$ cat config.mk
export PLATFORM = sky130hd
export DESIGN_NAME = xlat_lockbuf
export DESIGN_NICKNAME = d
export VERILOG_FILES = /design/src/rtl/xb_pkg.sv /design/src/rtl/xb_match.sv /design/src/rtl/xb_pick.sv /design/src/rtl/xb_lock.sv /design/src/rtl/xlat_lockbuf.sv
export SDC_FILE = /design/constraint.sdc
export NUM_CORES = 1
export LEC_CHECK = 0
export BUFFER_PORTS_ARGS = -buffer_cell sky130_fd_sc_hd__buf_2
export CAP_MARGIN = 20
export CORE_ASPECT_RATIO = 0.6
export CORE_UTILIZATION = 65
export DETAILED_ROUTE_END_ITERATION = 6
export PLACE_DENSITY = 0.86
export SLEW_MARGIN = 20
export SYNTH_ARGS = -nofsm -noshare
export SYNTH_HDL_FRONTEND = slang
export SYNTH_SLANG_ARGS = --single-unit
export TNS_END_PERCENT = 10
$ cat constraint.sdc
create_clock -name clk -period 5.27 [get_ports clk]
set_clock_uncertainty 0.1 [all_clocks]
set_input_delay 0.527 -clock clk [delete_from_list [all_inputs] [get_ports clk]]
set_output_delay 0.527 -clock clk [all_outputs]
set_load 0.03 [all_outputs]
$ cat src/rtl/xb_pkg.sv
package xb_pkg;
   localparam int AW        = 32;
   localparam int VALID_BIT = 2;
   localparam int PAGE_LSB  = 12;
   localparam int LOCK_BASE_LSB = 10;
   localparam int LOCK_VICT_LSB = 4;
   localparam int LOCK_FLD_W    = 5;

   typedef enum logic [1:0] {
      PG_4K  = 2'd0,
      PG_64K = 2'd1,
      PG_1M  = 2'd2,
      PG_16M = 2'd3
   } pg_size_e;

   // number of untranslated offset bits for a size code
   function automatic int unsigned pg_offset_bits(pg_size_e s);
      case (s)
         PG_4K:   return 12;
         PG_64K:  return 16;
         PG_1M:   return 20;
         default: return 24;
      endcase
   endfunction

   // mask selecting the translated (page base) bits
   function automatic logic [AW-1:0] pg_mask(pg_size_e s);
      return ~((AW'(1) << pg_offset_bits(s)) - AW'(1));
   endfunction
endpackage

$ cat src/rtl/xb_match.sv
module xb_match
   import xb_pkg::*;
#(
   parameter int N = 8
) (
   input  logic [N-1:0][AW-1:0] tags,
   input  logic [AW-1:0]        addr,
   output logic [N-1:0]         hits
);
   for (genvar g = 0; g < N; g++) begin : g_ent
      logic [AW-1:0] msk;
      assign msk     = pg_mask(pg_size_e'(tags[g][1:0]));
      assign hits[g] = tags[g][VALID_BIT] && ((tags[g] & msk) == (addr & msk));
   end
endmodule

$ cat src/rtl/xb_pick.sv
module xb_pick #(
   parameter int N = 8,
   localparam int IW = $clog2(N)
) (
   input  logic [N-1:0]  vec,
   output logic          any,
   output logic [IW-1:0] idx
);
   always_comb begin
      any = |vec;
      idx = '0;
      for (int i = N - 1; i >= 0; i--) begin
         if (vec[i]) idx = IW'(i);
      end
   end
endmodule

$ cat src/rtl/xb_lock.sv
module xb_lock
   import xb_pkg::*;
#(
   parameter int N = 8,
   localparam int IW = $clog2(N),
   localparam int CW = IW + 1
) (
   input  logic                  clk,
   input  logic                  rst_n,
   input  logic                  flush_all,
   input  logic                  lock_we,
   input  logic [LOCK_FLD_W-1:0] base_in,
   input  logic [LOCK_FLD_W-1:0] vict_in,
   input  logic                  ld,
   input  logic                  ld_keep,
   output logic [CW-1:0]         base,
   output logic [CW-1:0]         vict,
   output logic                  wr_en,
   output logic [IW-1:0]         wr_idx
);
   logic [CW-1:0] base_q, vict_q;
   logic          ctl, keep_ok, norm_ok;
   logic [CW-1:0] vict_inc, base_inc;

   function automatic logic [CW-1:0] clamp(logic [LOCK_FLD_W-1:0] v);
      return (int'(v) > N) ? CW'(N) : CW'(v);
   endfunction

   assign ctl      = !flush_all && !lock_we;
   assign keep_ok  = ctl && ld_keep && (base_q < CW'(N));
   assign norm_ok  = ctl && ld && !ld_keep && (base_q < CW'(N)) && (vict_q < CW'(N));
   assign vict_inc = vict_q + CW'(1);
   assign base_inc = base_q + CW'(1);
   assign wr_en    = keep_ok || norm_ok;
   assign wr_idx   = keep_ok ? base_q[IW-1:0] : vict_q[IW-1:0];
   assign base     = base_q;
   assign vict     = vict_q;

   always_ff @(posedge clk or negedge rst_n) begin
      if (!rst_n) begin
         base_q <= '0;
         vict_q <= '0;
      end else if (flush_all) begin
         base_q <= '0;
         vict_q <= '0;
      end else if (lock_we) begin
         base_q <= clamp(base_in);
         vict_q <= clamp(vict_in);
      end else if (keep_ok) begin
         base_q <= base_inc;
         vict_q <= base_inc;
      end else if (norm_ok) begin
         vict_q <= (vict_inc == CW'(N)) ? base_q : vict_inc;
      end
   end

   AST_VICT_WRAP: assert property (@(posedge clk) disable iff (!rst_n)
      (norm_ok && vict_q == CW'(N - 1)) |=> (vict_q == $past(base_q)));
   AST_BASE_LIMIT: assert property (@(posedge clk) disable iff (!rst_n)
      base_q <= CW'(N));
   AST_KEEP_FULL: assert property (@(posedge clk) disable iff (!rst_n)
      (ctl && (ld || ld_keep) && base_q == CW'(N)) |=> ($stable(base_q) && $stable(vict_q)));
   AST_GF_PTRS: assert property (@(posedge clk) disable iff (!rst_n)
      flush_all |=> (base_q == '0 && vict_q == '0));
endmodule

$ cat src/rtl/xlat_lockbuf.sv
module xlat_lockbuf
   import xb_pkg::*;
#(
   parameter int ENTRIES = 8
) (
   input  logic        clk,
   input  logic        rst_n,
   input  logic        stage_tag_we,
   input  logic [31:0] stage_tag_in,
   input  logic        stage_data_we,
   input  logic [31:0] stage_data_in,
   input  logic        lock_we,
   input  logic [31:0] lock_wdata,
   output logic [31:0] lock_rdata,
   input  logic        cmd_load,
   input  logic        cmd_load_keep,
   input  logic        cmd_flush_one,
   input  logic        cmd_flush_all,
   output logic [31:0] rb_tag,
   output logic [31:0] rb_data,
   input  logic        lk_valid,
   input  logic [31:0] lk_va,
   output logic        lk_hit,
   output logic        lk_miss,
   output logic [31:0] lk_pa,
   output logic [31:0] lk_miss_va
);
   localparam int IW = $clog2(ENTRIES);
   localparam int CW = IW + 1;

   initial begin
      AST_ENTRY_COUNT: assert (ENTRIES == 8 || ENTRIES == 32);
   end

   logic [ENTRIES-1:0][AW-1:0] tags_q, data_q;
   logic [AW-1:0]              stg_tag, stg_data, flush_addr;
   logic [CW-1:0]              base, vict;
   logic                       wr_en;
   logic [IW-1:0]              wr_idx;
   logic [ENTRIES-1:0]         lk_vec, fl_vec, vld;
   logic                       lk_any;
   logic [IW-1:0]              lk_idx;
   logic                       fl_ok;
   logic [AW-1:0]              hit_msk;
   logic                       unused_lock;

   assign unused_lock = ^{lock_wdata[31:15], lock_wdata[9], lock_wdata[3:0]};

   always_ff @(posedge clk or negedge rst_n) begin
      if (!rst_n) begin
         stg_tag  <= '0;
         stg_data <= '0;
      end else begin
         if (stage_tag_we)  stg_tag  <= stage_tag_in;
         if (stage_data_we) stg_data <= stage_data_in;
      end
   end

   xb_lock #(.N(ENTRIES)) i_lock (
      .clk(clk), .rst_n(rst_n),
      .flush_all(cmd_flush_all), .lock_we(lock_we),
      .base_in(lock_wdata[LOCK_BASE_LSB +: LOCK_FLD_W]),
      .vict_in(lock_wdata[LOCK_VICT_LSB +: LOCK_FLD_W]),
      .ld(cmd_load), .ld_keep(cmd_load_keep),
      .base(base), .vict(vict), .wr_en(wr_en), .wr_idx(wr_idx)
   );

   assign lock_rdata = {17'b0, LOCK_FLD_W'(base), 1'b0, LOCK_FLD_W'(vict), 4'b0};

   assign flush_addr = {stg_tag[AW-1:PAGE_LSB], PAGE_LSB'(0)};
   assign fl_ok = cmd_flush_one && !cmd_flush_all && !lock_we && !cmd_load_keep && !cmd_load;

   xb_match #(.N(ENTRIES)) i_lk_match (.tags(tags_q), .addr(lk_va),      .hits(lk_vec));
   xb_match #(.N(ENTRIES)) i_fl_match (.tags(tags_q), .addr(flush_addr), .hits(fl_vec));
   xb_pick  #(.N(ENTRIES)) i_pick     (.vec(lk_vec), .any(lk_any), .idx(lk_idx));

   for (genvar g = 0; g < ENTRIES; g++) begin : g_store
      assign vld[g] = tags_q[g][VALID_BIT];
      always_ff @(posedge clk or negedge rst_n) begin
         if (!rst_n) begin
            tags_q[g] <= '0;
            data_q[g] <= '0;
         end else if (cmd_flush_all) begin
            tags_q[g][VALID_BIT] <= 1'b0;
         end else if (wr_en && wr_idx == IW'(g)) begin
            tags_q[g] <= stg_tag;
            data_q[g] <= stg_data;
         end else if (fl_ok && fl_vec[g]) begin
            tags_q[g][VALID_BIT] <= 1'b0;
         end
      end
   end

   always_comb begin
      rb_tag  = '0;
      rb_data = '0;
      if (vict < CW'(ENTRIES)) begin
         rb_tag  = tags_q[vict[IW-1:0]];
         rb_data = data_q[vict[IW-1:0]];
      end
   end

   assign hit_msk = pg_mask(pg_size_e'(tags_q[lk_idx][1:0]));

   always_ff @(posedge clk or negedge rst_n) begin
      if (!rst_n) begin
         lk_hit     <= 1'b0;
         lk_miss    <= 1'b0;
         lk_pa      <= '0;
         lk_miss_va <= '0;
      end else begin
         lk_hit  <= lk_valid && lk_any;
         lk_miss <= lk_valid && !lk_any;
         if (lk_valid && lk_any)  lk_pa      <= (data_q[lk_idx] & hit_msk) | (lk_va & ~hit_msk);
         if (lk_valid && !lk_any) lk_miss_va <= lk_va;
      end
   end

   AST_HIT_MISS_EXCL: assert property (@(posedge clk) disable iff (!rst_n)
      !(lk_hit && lk_miss));
   AST_MISS_ADDR: assert property (@(posedge clk) disable iff (!rst_n)
      lk_miss |-> (lk_miss_va == $past(lk_va)));
   AST_STROBE_SRC: assert property (@(posedge clk) disable iff (!rst_n)
      (lk_hit || lk_miss) |-> $past(lk_valid));
   AST_GF_CLEAR: assert property (@(posedge clk) disable iff (!rst_n)
      cmd_flush_all |=> ($countones(vld) == 0));
   AST_WRITE_ONEHOT: assert property (@(posedge clk) disable iff (!rst_n)
      (fl_ok && !$onehot0(fl_vec)) |=> ($countones(vld) < $countones($past(vld))));
endmodule

* Word level (Yosys, flattened, before mapping) *
Index checks and enable logic that the tools add are counted.

word-level totals
  word-level logic and storage cells = 280
  memory bits (read-only) = 0
  output and inout port bits = 162
  bits in latches = 0
  bits of input ports = 138
  bits in writable memories = 0
  memories = 0
  register bits after elaboration = 650

cells by class
  eq/ne operators = 42
  reduce and logical (&&, ||, !) cells = 80
  $lt $le $gt $ge = 6
  $add $sub $neg = 11
  multiply operators = 0
  divide/modulo/power cells = 0
  muxes and demuxes = 62
  bitwise operators = 38
  shift operators = 9

operators by type and width
  cell                                                        number
  AND 32 bit                                                  26
  equality test 32 bit                                        16
  binary-select mux 32 bit (select 3 bit)                     4
  inverter 32 bit                                             10
  subtractor 32 x 2 -> 32 bit, second input constant          9
  left shift 1 x 5 -> 32 bit, first input constant            8
  2-to-1 mux 32 bit                                           5
  one-hot mux 5 bit (3 select lines)                          9
  logical AND 1 bit                                           45
  2-to-1 mux 4 bit                                            10
  bitwise OR 32 bit                                           1
  left shift 1 x 32 -> 32 bit, first input constant           1
  2-to-1 mux 3 bit                                            9
  nonzero test 3 bit                                          9
  2-to-1 mux 1 bit                                            24
  equality test 2 x 1 -> 1 bit, second input constant         9
  equality test 2 bit, second input constant                  9
  zero test 2 bit                                             9
  AND reduction 2 bit                                         8
  equality test 3 bit, second input constant                  4
  > comparator 5 x 4 -> 1 bit, second input constant          2
  adder 4 x 1 -> 4 bit, second input constant                 2
  less-than comparator 3 x 4 -> 1 bit, second input constant  2
  less-than comparator 4 bit, second input constant           2
  10 further kinds                                            15

* Longest topological paths before layout *
  word-level depth = 26
  gate-level depth with buffers = 15
  depth with buffers taken out = 12

* Cells and area by module *
A second synthesis with hierarchy kept.

unflattened totals
  cell total of the unflattened synthesis = 2,626
  area, all modules = 36,013.3 um2

by module, submodules not included
  module        instances  area an instance (um2)  cells an instance
  xlat_lockbuf  1          29,948.7                1,888
  xb_match      2          2,626.3                 322
  xb_lock       1          730.7                   81
  xb_pick       1          81.3                    13

* Least setup slack after synthesis *
OpenSTA, ideal clock, no wires.

  path type = input port to flip-flop
  from = input port lk_va[31]
  to = register lk_pa[21]
  stages = 12
  path buffers = 1
  library setup time = 126 ps
  path slack = 1,653 ps
  arrival = 3,391 ps
  path through = buf_2 > xnor2_1 > nand2_1 > a2111oi_0 > and4_1 > a21oi_1 > o21ai_2 > mux2_2 > a221o_1 > and3_4 > and2_4 > a221o_1

on the way
  word-level cells in the longest chain between the ends = 21

ends and longest elaborated chain
  item                                               line                 text
  start: declaration                                 xlat_lockbuf.sv:22   input logic [31:0] lk_va,
  AND 32 bit                                         xb_match.sv:13       assign hits[g] = tags[g][VALID_BIT] && ((tags[g] & msk) == (addr & msk));
  equality test 32 bit                               xb_match.sv:13
  logical AND 1 bit                                  xb_match.sv:13
  2-to-1 mux 3 bit (8 in a row)                      xb_pick.sv:13        if (vec[i]) idx = IW'(i);
  binary-select mux 32 bit (select 3 bit)            xlat_lockbuf.sv:103  assign hit_msk = pg_mask(pg_size_e'(tags_q[lk_idx][1:0]));
  2-to-1 mux 2 bit (not written as such)             xlat_lockbuf.sv:103
  equality test 2 bit, or another cell as far along  xb_pkg.sv:18         case (s)
  one-hot mux 5 bit (3 select lines)                 xb_pkg.sv:18
  left shift 1 x 32 -> 32 bit                        xb_pkg.sv:28         return ~((AW'(1) << pg_offset_bits(s)) - AW'(1));
  subtractor 32 x 2 -> 32 bit                        xb_pkg.sv:28
  inverter 32 bit                                    xb_pkg.sv:28
  inverter 32 bit                                    xlat_lockbuf.sv:114  if (lk_valid && lk_any) lk_pa <= (data_q[lk_idx] & hit_msk) | (lk_va & ~hit_msk);
  AND 32 bit                                         xlat_lockbuf.sv:114
  bitwise OR 32 bit                                  xlat_lockbuf.sv:114
  end signal: assignment                             xlat_lockbuf.sv:114
  end: declaration                                   xlat_lockbuf.sv:25   output logic [31:0] lk_pa,

Several ways; a longest one is shown, not always the timed one. The select of a mux whose other input is x is not followed.
A chain may end at the register's enable or synchronous reset.

* Final worst setup path *
  from = register tags_q[93] (netlist name)
  to = register lk_pa[22]

on the way
  word-level cells in the longest chain between the ends = 16

ends and longest elaborated chain
  item                                               line                 text
  start: declaration                                 xlat_lockbuf.sv:35   logic [ENTRIES-1:0][AW-1:0] tags_q, data_q;
  start signal: indexed assignment                   xlat_lockbuf.sv:86   tags_q[g] <= stg_tag;
  AND 32 bit (*)                                     xb_match.sv:13
  equality test 32 bit (*)                           xb_match.sv:13
  logical AND 1 bit (*)                              xb_match.sv:13
  2-to-1 mux 3 bit (3 in a row)                      xb_pick.sv:13
  binary-select mux 32 bit (select 3 bit)            xlat_lockbuf.sv:103
  2-to-1 mux 2 bit (not written as such)             xlat_lockbuf.sv:103
  equality test 2 bit, or another cell as far along  xb_pkg.sv:18
  one-hot mux 5 bit (3 select lines)                 xb_pkg.sv:18
  left shift 1 x 32 -> 32 bit                        xb_pkg.sv:28
  subtractor 32 x 2 -> 32 bit                        xb_pkg.sv:28
  inverter 32 bit                                    xb_pkg.sv:28
  inverter 32 bit                                    xlat_lockbuf.sv:114
  AND 32 bit                                         xlat_lockbuf.sv:114
  bitwise OR 32 bit                                  xlat_lockbuf.sv:114

Mark *: on every way between the ends. The rest lies on a longest branch, timed or not. The select of a mux whose other input is x is not followed.

==> results.toml <==
[cells_and_area]
finish.net_count = 3162
sequential_area_um2 = 16300
finish.utilization_pct = 73.1
fill_cells = 3526
layout-drive-gt1-share_pct = 37.7
syn2layout_area_growth_pct = 11.0
multi_input_area_um2 = 18400

[cts]
numClockSinks = 650
cts_resized = 0
cts_inserted_buffers = 58
clkTransAtPathRegs_ps = 70
cts-hold-fix-buffers = 9
cts_root_buf = "clkbuf_16"
cts_tree = "done"
postCtsSetupRepairBufs = 0
ctsHtreeMaxLevel = 2
clock_insertion_delay_at_the_later_pin_of_the_skew_report_ps = 660
cts-root-to-sink-buffers = 3

[global_route]
pin_count_of_the_biggest_net_entering_global_routing = 159
grtUsageTotal_pct = 40.7
global_route_wire_length_before_repair_mm = 168
vias_in_the_first_global_route = 25983
overflow = 0
grt_antenna_before_repair = 2

[synthesis]
yosys.cell_count.top_type = "dfrtp_1"
ys_ff_latch = 650
postSynth.asyncResetShare_pct = 100
yosysSeqAreaShare_pct = 45.6
synth_top_cells_by_area = "dfrtp_1 46%, mux2_2 19%, mux4_2 8.1%, mux2i_1 4.5%, xnor2_1 4.4%"
syn_inst = 2839
syn_avg_cell_area_um2 = 12.6
synthDistinctLibCells = 81
yosysWarningCount = 0
ys_top_cells_by_count = "650 x dfrtp_1, 593 x mux2_2, 178 x xnor2_1, 163 x xor2_1, 159 x mux2i_1"
synth_area_leader_cell = "dfrtp_1"
commonest_register_cell_after_synthesis = "dfrtp_1"
netlist.area_leader.share_pct = 45.6
edff_count_synth = 0
syn-cell-area_um2 = 35600

[routing]
ant_nets = 0
via_count = 25962
detail_route.first_pass.iterations = 5
drt_iter0_drc = 3204
detail_route.drc_violations = 0
wirelength_mm = 113
detail_route.wl_per_cell_um = 30.1
via_per_inst = 6.89

[sta]
smallest_hold_slack_ps = 4.05
finalMaxSlewViolations = 0
max_slew.worst_pin.slew_ps = 1210
max_freq_ghz = 0.227
slew-limit-headroom_pct = 18.2
finalSetupViolCount = 0
fin_crit_sh_pct = 83.5
layout_min_cycle_time_ps = 4400
rsz0062_at_grt = "no"
hold_viol_final = 0
fin_setup_tns_ps = 0

[die]
die_h_um = 183
floorplan.initialDensity_pct = 65.8
die-width_um = 304
total_number_of_placement_rows = 66
coreArea_um2 = 54200
io_pins = 300
design.die.area_um2 = 55800

[placed_design]
gpl.final_weighted_congestion = 1.06
detailed_place_hpwl_mm = 75.7
io_buffer_count = 253

[setup_path]
critical_path.most_common_cell = "a221o_1"
critPathRequiredTime_ps = 5690
cp.arrival_ps = 4820
critPathMaxStageDelay_ps = 870
crit_path_cell_trace = "xnor2_1 -> nand4_1 -> nor4_1 -> o2111ai_2 -> o21ai_2 -> mux2_2 -> a221o_1 -> and3_4 -> and2_4 -> a221o_1"
r2r.worst_path.cells = 10
buffering_stage_count_on_the_worst_path_with_inverters_included = 0
crit_family = "compound AO/OA/AOI/OAI gates"
worst-path-max-fanout = 8
timing_worst_setup_path_type = "reg -> reg"
critical_path_depth = 10
crit_path_end_kind = "flop"
cp_slowest_cell = "nor4_1"
cp-start-kind = "flop"

[power_and_ir_drop]
share_seq_of_total_power_pct = 45.0
power.share.switching_pct = 34.5
power.static_leakage_nw = 17.7
share_clk_of_total_power_pct = 27.8
intPower_mw = 10.2
power.switching_mw = 5.38
vdd.ir_drop.worst_v = 0.000291
power.density_nw_per_um2 = 394
pwr-share-comb_pct = 27.2

[hold_path]
worst_hold_path.num_cells = 3
timing.hold.worst.class = "in -> reg"

[status]
result_of_the_run = "completed"

[run]
cap_viol_max_count = 0
-- cell usage in the layout, fill, tap and decap left out, types with 63 or more instances in the layout --
master	n
dfrtp_1	646
mux2_2	593
buf_2	252
xnor2_1	178
xor2_1	163
mux2i_1	159
mux4_2	128
nor2_1	120
nand2_1	112
o21ai_0	63
-- metrics by stage --
stage | cell area (um2) | worst slack (ps) | instances | power, mW
final | 39600 | 872 | 3770 | 15.6
after global routing | 39600 | 787 | 3769 | 16.1
after CTS | 39600 | 1170 | 3769 | 15.5
after detailed placement | 37600 | 783 | 3658 | 11.1
after global placement | 37600 | 816 | 3658 | 10.9
after floorplan | 35800 | 1650 | 2879 | 9.62
-- power groups by stage --
| stage | combinational, mW | clock [mW] | sequential [mW] |
|---|---|---|---|
| 2_1_floorplan | 3.08 | 0 | 6.54 |
| 3_3_place_gp | 3.95 | 0 | 6.91 |
| 3_5_place_dp | 4.10 | 0 | 7.02 |
| 4_1_cts | 4.16 | 4.35 | 6.95 |
| 5_1_grt | 4.49 | 4.54 | 7.09 |
| 6_report | 4.24 | 4.33 | 7.01 |
-- registers in the layout (all words and copies together) (netlist names) --
register / flops
i_lock.vict: 4
lk_miss_va: 32
stg_tag: 32
i_lock.base: 4
tags_q: 256
lk_hit: 1
stg_data: 32
lk_miss: 1
data_q: 256
lk_pa: 32
-- cells by family (layout without fill, tap and decap cells) --
kind of cell / after synthesis / in the layout / synth area share, %
AO/OA/AOI/OAI: 293 / 293 / 5.69
XOR/XNOR: 341 / 341 / 8.38
adder cells (fa/ha/maj): 11 / 11 / 0.386
buffers and inverters: 275 / 451 / 3.33
flip-flops: 650 / 650 / 45.6
multiplexers: 884 / 884 / 31.4
other: 2 / 43 / 0.0211
AND/OR/NAND/NOR: 383 / 383 / 5.13
-- per-layer routing --
metal	share of wire, %	global-route usage [%]
met5	0.024	0
met4	3.7	13.8
met3	13	14.3
met2	43	59.0
met1	40	57.2
-- tightest hold or removal path, delay by kind of cell --
family | cells | cell delay, ps
simple gates | 1 | 50
compound gates | 1 | 70
buf+inv | 1 | 80
-- worst paths after layout --
check / from / to / slack [ps]
max: tags_q[93]$_DFFE_PN0P_ / lk_pa[22]$_DFFE_PN0P_ / 870
min: stage_tag_in[23] / stg_tag[23]$_DFFE_PN0P_ / 4
max reg2reg: tags_q[93]$_DFFE_PN0P_ / lk_pa[22]$_DFFE_PN0P_ / 870
min reg2reg: lk_pa[4]$_DFFE_PN0P_ / lk_pa[4]$_DFFE_PN0P_ / 380
max in group asynchronous: rst_n / data_q[132]$_DFFE_PN0P_ / 3210
min in group asynchronous: rst_n / tags_q[139]$_DFFE_PN0P_ / 430
-- final cells by class --
class	count	area share (%)
Inverter	33	0.313
Timing Repair Buffer	316	5.01
Sequential cell	650	41.1
Antenna cell	1	0.00632
Clock inverter	24	0.730
Multi-Input combinational cell	1954	46.5
Clock buffer	78	4.03
Tap cell	714	2.26
Power figures use the tool's default switching activity.
